### config.mk
export PLATFORM = sky130hd
export DESIGN_NAME = mpgpio_ctrl
export DESIGN_NICKNAME = d
export VERILOG_FILES = /design/src/rtl/mpgpio_pkg.sv /design/src/rtl/mpgpio_sync.sv /design/src/rtl/mpgpio_port.sv /design/src/rtl/mpgpio_ctrl.sv
export SDC_FILE = /design/constraint.sdc
export NUM_CORES = 1
export LEC_CHECK = 0
export ABC_AREA = 1
export ABC_CLOCK_PERIOD_IN_PS = 3600
export CELL_PAD_IN_SITES_DETAIL_PLACEMENT = 1
export CELL_PAD_IN_SITES_GLOBAL_PLACEMENT = 1
export CORE_UTILIZATION = 34
export DETAILED_ROUTE_END_ITERATION = 16
export PLACE_DENSITY = 0.72
export SETUP_SLACK_MARGIN = 0.05
export SYNTH_ARGS = -nofsm -noshare
export SYNTH_HDL_FRONTEND = slang
export SYNTH_SLANG_ARGS = --single-unit
### constraint.sdc
create_clock -name clk -period 3.6 [get_ports clk]
set_input_delay 0.72 -clock clk [delete_from_list [all_inputs] [get_ports clk]]
set_output_delay 0.72 -clock clk [all_outputs]
set_load 0.005 [all_outputs]
### src/rtl/mpgpio_pkg.sv
package mpgpio_pkg;
    localparam int PINS   = 8;
    localparam int STRIDE = 48;
    localparam int OFS_W  = 6;

    localparam logic [OFS_W-1:0] OFS_LEVEL = 6'h04;
    localparam logic [OFS_W-1:0] OFS_DATA  = 6'h08;
    localparam logic [OFS_W-1:0] OFS_MODE  = 6'h0C;
    localparam logic [OFS_W-1:0] OFS_PULL  = 6'h10;
    localparam logic [OFS_W-1:0] OFS_EVT   = 6'h14;
    localparam logic [OFS_W-1:0] OFS_IEN   = 6'h18;
    localparam logic [OFS_W-1:0] OFS_FORCE = 6'h1C;
    localparam logic [OFS_W-1:0] OFS_EDGE  = 6'h20;

    typedef enum logic [1:0] {
        DRV_INPUT     = 2'd0,
        DRV_PUSHPULL  = 2'd1,
        DRV_OPENDRAIN = 2'd2,
        DRV_OPENSRC   = 2'd3
    } drive_mode_e;

    typedef struct packed {
        logic [PINS-1:0]   data;
        logic [2*PINS-1:0] mode;
        logic [PINS-1:0]   pull_off;
        logic [PINS-1:0]   evt;
        logic [PINS-1:0]   ien;
        logic [PINS-1:0]   force_set;
        logic [PINS-1:0]   rise_sel;
        logic [PINS-1:0]   prev;
    } port_state_t;
endpackage

### src/rtl/mpgpio_sync.sv
module mpgpio_sync #(
    parameter int WIDTH  = 8,
    parameter int STAGES = 2
) (
    input  logic             clk,
    input  logic             rst_n,
    input  logic [WIDTH-1:0] raw_i,
    output logic [WIDTH-1:0] sync_o
);
    logic [STAGES-1:0][WIDTH-1:0] chain_d, chain_q;

    always_comb begin
        chain_d[0] = raw_i;
        for (int s = 1; s < STAGES; s++) chain_d[s] = chain_q[s-1];
    end

    always_ff @(posedge clk or negedge rst_n) begin
        if (!rst_n) chain_q <= '0;
        else        chain_q <= chain_d;
    end

    assign sync_o = chain_q[STAGES-1];
endmodule

### src/rtl/mpgpio_port.sv
module mpgpio_port
    import mpgpio_pkg::*;
#(
    parameter int SYNC_STAGES = 2
) (
    input  logic              clk,
    input  logic              rst_n,
    input  logic              cap_en,
    input  logic              sel,
    input  logic              wr,
    input  logic [OFS_W-1:0]  off,
    input  logic [2*PINS-1:0] wdata,
    output logic [31:0]       rdata,
    input  logic [PINS-1:0]   pin_raw,
    output logic [PINS-1:0]   pin_out,
    output logic [PINS-1:0]   pin_oe,
    output logic [PINS-1:0]   pin_pull_en,
    output logic              irq
);
    port_state_t     st_d, st_q;
    logic [PINS-1:0] lvl;
    logic [PINS-1:0] edge_hit;
    logic            wr_go;

    mpgpio_sync #(.WIDTH(PINS), .STAGES(SYNC_STAGES)) sync_i (
        .clk    (clk),
        .rst_n  (rst_n),
        .raw_i  (pin_raw),
        .sync_o (lvl)
    );

    assign wr_go = sel && wr;

    always_comb begin
        st_d = st_q;
        for (int i = 0; i < PINS; i++)
            edge_hit[i] = st_q.rise_sel[i] ? (lvl[i] & ~st_q.prev[i])
                                           : (~lvl[i] & st_q.prev[i]);
        if (wr_go) begin
            case (off)
                OFS_DATA:  st_d.data      = wdata[PINS-1:0];
                OFS_MODE:  st_d.mode      = wdata;
                OFS_PULL:  st_d.pull_off  = wdata[PINS-1:0];
                OFS_EVT:   st_d.evt       = st_q.evt & ~wdata[PINS-1:0];
                OFS_IEN:   st_d.ien       = wdata[PINS-1:0];
                OFS_FORCE: st_d.force_set = wdata[PINS-1:0];
                OFS_EDGE:  st_d.rise_sel  = wdata[PINS-1:0];
                default: ;
            endcase
        end
        st_d.prev = lvl;
        if (cap_en) st_d.evt = st_d.evt | edge_hit | st_q.force_set;
    end

    always_ff @(posedge clk or negedge rst_n) begin
        if (!rst_n) st_q <= '0;
        else        st_q <= st_d;
    end

    always_comb begin
        for (int i = 0; i < PINS; i++) begin
            case (drive_mode_e'(st_q.mode[2*i +: 2]))
                DRV_PUSHPULL:  pin_oe[i] = 1'b1;
                DRV_OPENDRAIN: pin_oe[i] = ~st_q.data[i];
                DRV_OPENSRC:   pin_oe[i] = st_q.data[i];
                default:       pin_oe[i] = 1'b0;
            endcase
        end
    end

    assign pin_out     = st_q.data;
    assign pin_pull_en = ~st_q.pull_off;
    assign irq         = |(st_q.evt & st_q.ien);

    always_comb begin
        case (off)
            OFS_LEVEL: rdata = 32'(lvl);
            OFS_DATA:  rdata = 32'(st_q.data);
            OFS_MODE:  rdata = 32'(st_q.mode);
            OFS_PULL:  rdata = 32'(st_q.pull_off);
            OFS_EVT:   rdata = 32'(st_q.evt);
            OFS_IEN:   rdata = 32'(st_q.ien);
            OFS_FORCE: rdata = 32'(st_q.force_set);
            OFS_EDGE:  rdata = 32'(st_q.rise_sel);
            default:   rdata = 32'h0;
        endcase
    end

    // a set event bit survives unless a write-1-clear hit it
    a_r7_evt_sticky: assert property (@(posedge clk) disable iff (!rst_n)
        1'b1 |=> (($past(st_q.evt) & ~($past(wr_go && off == OFS_EVT) ? $past(wdata[PINS-1:0]) : '0)
                   & ~st_q.evt) == '0));

    // a force bit produces its event on the next edge while capture is on
    a_r9_force_sets: assert property (@(posedge clk) disable iff (!rst_n)
        (cap_en && (st_q.force_set != '0)) |=> ((st_q.evt & $past(st_q.force_set)) == $past(st_q.force_set)));

    // with capture off no event bit can rise
    a_r10_capture_off: assert property (@(posedge clk) disable iff (!rst_n)
        !cap_en |=> ((st_q.evt & ~$past(st_q.evt)) == '0));

    // an all-input mode write leaves every pin undriven
    a_r4_input_undriven: assert property (@(posedge clk) disable iff (!rst_n)
        (wr_go && off == OFS_MODE && wdata == '0) |=> (pin_oe == '0));
endmodule

### src/rtl/mpgpio_ctrl.sv
module mpgpio_ctrl
    import mpgpio_pkg::*;
#(
    parameter int NUM_PORTS  = 7,
    parameter int VERSION_ID = 3,
    parameter int ADDR_W     = 9
) (
    input  logic                      clk,
    input  logic                      rst_n,
    input  logic                      bus_sel,
    input  logic                      bus_wr,
    input  logic [ADDR_W-1:0]         bus_addr,
    input  logic [31:0]               bus_wdata,
    output logic [31:0]               bus_rdata,
    input  logic [NUM_PORTS*PINS-1:0] pad_in,
    output logic [NUM_PORTS*PINS-1:0] pad_out,
    output logic [NUM_PORTS*PINS-1:0] pad_oe,
    output logic [NUM_PORTS*PINS-1:0] pad_pull_en,
    output logic [NUM_PORTS-1:0]      irq
);
    localparam logic [6:0] VER_FIELD  = 7'(VERSION_ID);
    localparam logic [6:0] CORE_FIELD = 7'(NUM_PORTS);

    logic [1:0]                 ctrl_d, ctrl_q;
    logic                       ctrl_hit;
    logic [NUM_PORTS-1:0]       win_hit;
    logic [NUM_PORTS-1:0][31:0] port_rd;
    logic [NUM_PORTS-1:0][ADDR_W-1:0] rel_addr;
    logic                       unused_bits;

    assign ctrl_hit = (bus_addr == '0);

    always_comb begin
        ctrl_d = ctrl_q;
        if (bus_sel && bus_wr && ctrl_hit) ctrl_d = bus_wdata[1:0];
    end

    always_ff @(posedge clk or negedge rst_n) begin
        if (!rst_n) ctrl_q <= '0;
        else        ctrl_q <= ctrl_d;
    end

    for (genvar p = 0; p < NUM_PORTS; p++) begin : g_port
        localparam logic [ADDR_W:0] LO = (ADDR_W+1)'(p * STRIDE);
        localparam logic [ADDR_W:0] HI = (ADDR_W+1)'((p + 1) * STRIDE);

        assign win_hit[p]  = ({1'b0, bus_addr} >= LO) && ({1'b0, bus_addr} < HI);
        assign rel_addr[p] = bus_addr - LO[ADDR_W-1:0];

        mpgpio_port port_i (
            .clk         (clk),
            .rst_n       (rst_n),
            .cap_en      (ctrl_q[0]),
            .sel         (bus_sel && win_hit[p]),
            .wr          (bus_wr),
            .off         (rel_addr[p][OFS_W-1:0]),
            .wdata       (bus_wdata[2*PINS-1:0]),
            .rdata       (port_rd[p]),
            .pin_raw     (pad_in[p*PINS +: PINS]),
            .pin_out     (pad_out[p*PINS +: PINS]),
            .pin_oe      (pad_oe[p*PINS +: PINS]),
            .pin_pull_en (pad_pull_en[p*PINS +: PINS]),
            .irq         (irq[p])
        );
    end

    always_comb begin
        bus_rdata = '0;
        if (ctrl_hit) bus_rdata = {16'h0, CORE_FIELD, VER_FIELD, ctrl_q};
        for (int p = 0; p < NUM_PORTS; p++)
            if (win_hit[p]) bus_rdata = bus_rdata | port_rd[p];
    end

    assign unused_bits = ^{bus_wdata[31:2*PINS], rel_addr, ctrl_q[1]};
endmodule

==> impl_metrics.tcl, run 1 <==
set metrics [dict create \
    yosys_most_used_dff "dfrtp_1" \
    pin_count 308 \
    p_leak_nw 17.3 \
    path_class "in2out" \
    ys_types 42 \
    drt-total-wl_mm 120 \
    port_buffers 275 \
    fillerInstances 9887 \
    register_area_sq_um 15500 \
    grt_pass1_vias 27400 \
    antenna_found_initial 3 \
    syn_avg_cell_area_sq_um 8.15 \
    yosysTopAreaCell "dfrtp_1" \
    grt_use_total 0.280 \
    firstDrtPassIters 5 \
    wl_per_cell_microns 23.5 \
    grt_overflow_total 0 \
    reg2reg_from "ctrl_q[0]" \
    drive_gt1_frac 0.148 \
    postRouteAntennaNets 0 \
    core_area_sq_um 84000 \
    ys_seq_elements 618 \
    synth_area_sq_um 28900 \
    clk_latency_ns 0.63 \
    synthCells 3547 \
    antenna_cells 0 \
    min_period_over_period 0.980 \
    finalCoreUtilization 0.444 \
    die_h_microns 294 \
    ys_async_sr_fraction 1.00 \
    htree_levels 3 \
    crit_slowest_cell "a21oi_4" \
    yosys_warnings 0 \
    reg2regPathDepth 3 \
    area_delta_synth_final_pct 29.0 \
    switchingPower_mw 3.96 \
    clkPwrFrac 0.451 \
    crit_arrival_ns 2.81 \
    grt_max_degree 83 \
    critPathMaxFanout 8 \
    setup_viol_count_final 0 \
    rr_endpoint "g_port[5].port_i.st_q[37]" \
    viasPerCell 5.20 \
    slew_violations 0 \
    p_int_mw 11.8 \
    clock_skew_ns 0.0232 \
    end_kind "primary output" \
    critPathMaxStageDelay_ns 0.31 \
    synth_enable_flop_cells 0 \
    clockBufferDepth 3 \
    rsz0062_at_grt "yes" \
    power.density_nw_per_um2 422 \
    numCtsBuffers 72 \
    rows 106 \
    cp.required_ns 2.88 \
    max_slew_margin 0.410 \
    drt_iter0_drc 2075 \
    fin_crit_ns 3.53 \
    multi_input_area_sq_um 11800 \
    cp_cell_sequence "clkdlybuf4s15_2 > buf_8 > nor2_4 > buf_4 > buf_6 > o21ai_4 > nor2_4 > inv_2 > a21oi_4 > nand2_1 > nand2_2 > nor2_1 > nand2_2 > dlygate4sd2_1" \
    yosysSeqAreaShare 0.535 \
    status "finished clean" \
    dp_hpwl_mm 84.6 \
    pwr-share-seq 0.469 \
    hold_path_class "in2async" \
    cts_tree "done" \
    p_total_mw 15.8 \
    die_x_microns 294 \
    start_util 0.345 \
    vias 26600 \
    clk_pin_slew_worst_paths_ns 0.05 \
    ff2ff_setup_slack_ns 2.00 \
    p_comb_frac 0.080 \
    worstMarginPinSlew_ns 0.886 \
    cts_sinks 618 \
    nNetsFinal 4039 \
    cp_top_family "buffers and inverters" \
    start_kind "input port" \
    cap_viol_max_count 0 \
    max_freq_mhz 283 \
    hold_viol 0 \
    yosysTopAreaCellShare 0.535 \
    clockRootBuffer "clkbuf_16" \
    routabilityCongestion 0.905 \
    worst-path-buf-inv 6 \
    max-vdd-ir-drop_mv 0.298 \
    drc 0 \
    swShare 0.251 \
    synth_area_leaders "dfrtp_1, nand2_1, o21ai_0" \
    dieArea_sq_um 86200 \
    grt_pass1_wl_mm 179 \
]
sequential cells by signal, summed over array words and instances, names as in the netlist:
name,cells
g_port.port_i.sync_i.chain_d,56
g_port.port_i.pin_out,56
g_port.port_i.st_q,448
g_port.port_i.sync_i.sync_o,56
ctrl_q,2
routing by layer:
metal  vias up  share of wire  track usage  wire [microns]
met5         -        0.00010            0              12
met4         2          0.034       0.0987            4070
met3       206          0.065       0.0471            7780
met2       918           0.47        0.454           56600
met1     13500           0.43        0.377           51900
li1      12000              -            -               -
what timing repair did:
item | 4_1_cts | 5_1_grt
resized for setup | 168 | 62
setup buffers | 25 | 15
cloned | 7 | 0
setup endpoints to repair | 16 | 9
pin swaps | 43 | 32
hold buffers | 0 | 0
kinds of logic (layout without fill, tap and decap cells):
kind of cell / after synthesis / in the layout / synth area share
AOI/OAI and AO/OA: 613 / 613 / 0.115
xor gates and xnor gates: 56 / 56 / 0.0170
other: 1 / 16 / 0.000130
buffers and inverters: 466 / 885 / 0.0773
and+or+nand+nor: 1793 / 1793 / 0.256
DFF: 618 / 618 / 0.535
layout make-up:
| type | count | share of cell area |
|---|---|---|
| well taps | 1134 | 0.0380 |
| clock buffers | 105 | 0.0579 |
| repair buffers | 532 | 0.148 |
| multi-input cells | 2478 | 0.315 |
| clock inverters | 12 | 0.00231 |
| inverters | 236 | 0.0245 |
| flip-flops and latches | 618 | 0.415 |
cell usage after synthesis (3+ instances only):
| library cell | n |
|---|---|
| buf_1 | 4 |
| nand4_1 | 27 |
| o21ai_1 | 122 |
| nor2_8 | 5 |
| dfrtp_1 | 618 |
| a21oi_1 | 11 |
| nand2_2 | 23 |
| buf_4 | 100 |
| nand2_1 | 1395 |
| a21oi_2 | 4 |
| nor2_2 | 6 |
| inv_4 | 3 |
| nor2_1 | 195 |
| buf_2 | 69 |
| nand3_1 | 87 |
| nor3_1 | 6 |
| nand3_2 | 3 |
| inv_1 | 221 |
| a22o_1 | 9 |
| xor2_1 | 24 |
| a21oi_4 | 3 |
| a221oi_1 | 14 |
| o31ai_1 | 11 |
| o21ai_0 | 382 |
| o22ai_1 | 51 |
| inv_2 | 11 |
| nand2_4 | 20 |
| nor2_4 | 16 |
| xnor2_1 | 32 |
| nor3b_1 | 7 |
| clkbuf_1 | 53 |
power by group through the flow:
| stage | Clock, mW | Sequential (mW) | Combinational, mW |
|---|---|---|---|
| 2_1_floorplan | 0 | 7.41 | 0.461 |
| 3_3_place_gp | 0 | 7.49 | 1.17 |
| 3_5_place_dp | 0 | 7.50 | 1.19 |
| 4_1_cts | 7.20 | 7.38 | 1.25 |
| 5_1_grt | 7.46 | 7.41 | 1.35 |
| 6_report | 7.11 | 7.38 | 1.27 |
worst max path at each step:
stage                           start  cells past startpoint  slack [ns]      endpoint
after CTS                 bus_addr[5]                     17        0.02  bus_rdata[6]
after floorplan           bus_addr[0]                     11        0.91  bus_rdata[5]
after global routing      bus_addr[5]                     17      -0.004  bus_rdata[6]
final                     bus_addr[5]                     14        0.07  bus_rdata[7]
after global placement    bus_addr[5]                     14       -0.80  bus_rdata[6]
after detailed placement  bus_addr[5]                     14       -0.81  bus_rdata[6]
metrics by stage:
stage / hold WS (ns) / setup WS, ns / cells / setup TNS (ns) / area [sq um]
floorplan: 0.331 / 0.905 / 3562 / 0 / 29000
global placement: 0.334 / -0.804 / 4953 / -9.55 / 34000
detailed placement: 0.336 / -0.810 / 4953 / -9.97 / 34000
CTS: 0.158 / 0.0206 / 5101 / 0 / 37100
global route: 0.177 / -0.00384 / 5115 / -0.00384 / 37300
finish: 0.116 / 0.0721 / 5115 / 0 / 37300
cells in the final DEF (no fill, tap or decap), types with 6 or more instances in the layout:
master / instances
o31ai_1: 11
clkinv_1: 6
buf_6: 9
clkbuf_8: 15
nor2_1: 150
o21ai_0: 378
nor3b_1: 7
nand2_2: 68
inv_2: 14
buf_12: 52
a21oi_1: 7
clkbuf_1: 14
clkbuf_16: 76
clkinv_2: 6
a21oi_4: 9
a22o_1: 9
conb_1: 16
nand2_1: 1344
a221oi_1: 14
dlygate4sd2_1: 7
o22ai_1: 49
clkdlybuf4s50_1: 249
dfrtp_1: 618
xnor2_1: 32
nand3_1: 81
nor2_4: 29
nand4_1: 27
nand2_4: 25
xor2_1: 24
clkdlybuf4s15_2: 7
o21ai_1: 124
inv_1: 210
nor2_2: 38
nand3_2: 8
buf_4: 188
Note: power is estimated with default switching activity, not from simulation.
==> inputs of run 2 (changes only) <==
GPL_ROUTABILITY_DRIVEN = 0   (was unset)
==> results of run 2 <==
Same layout as run 1: the final DEF is identical, and so are final timing and power.
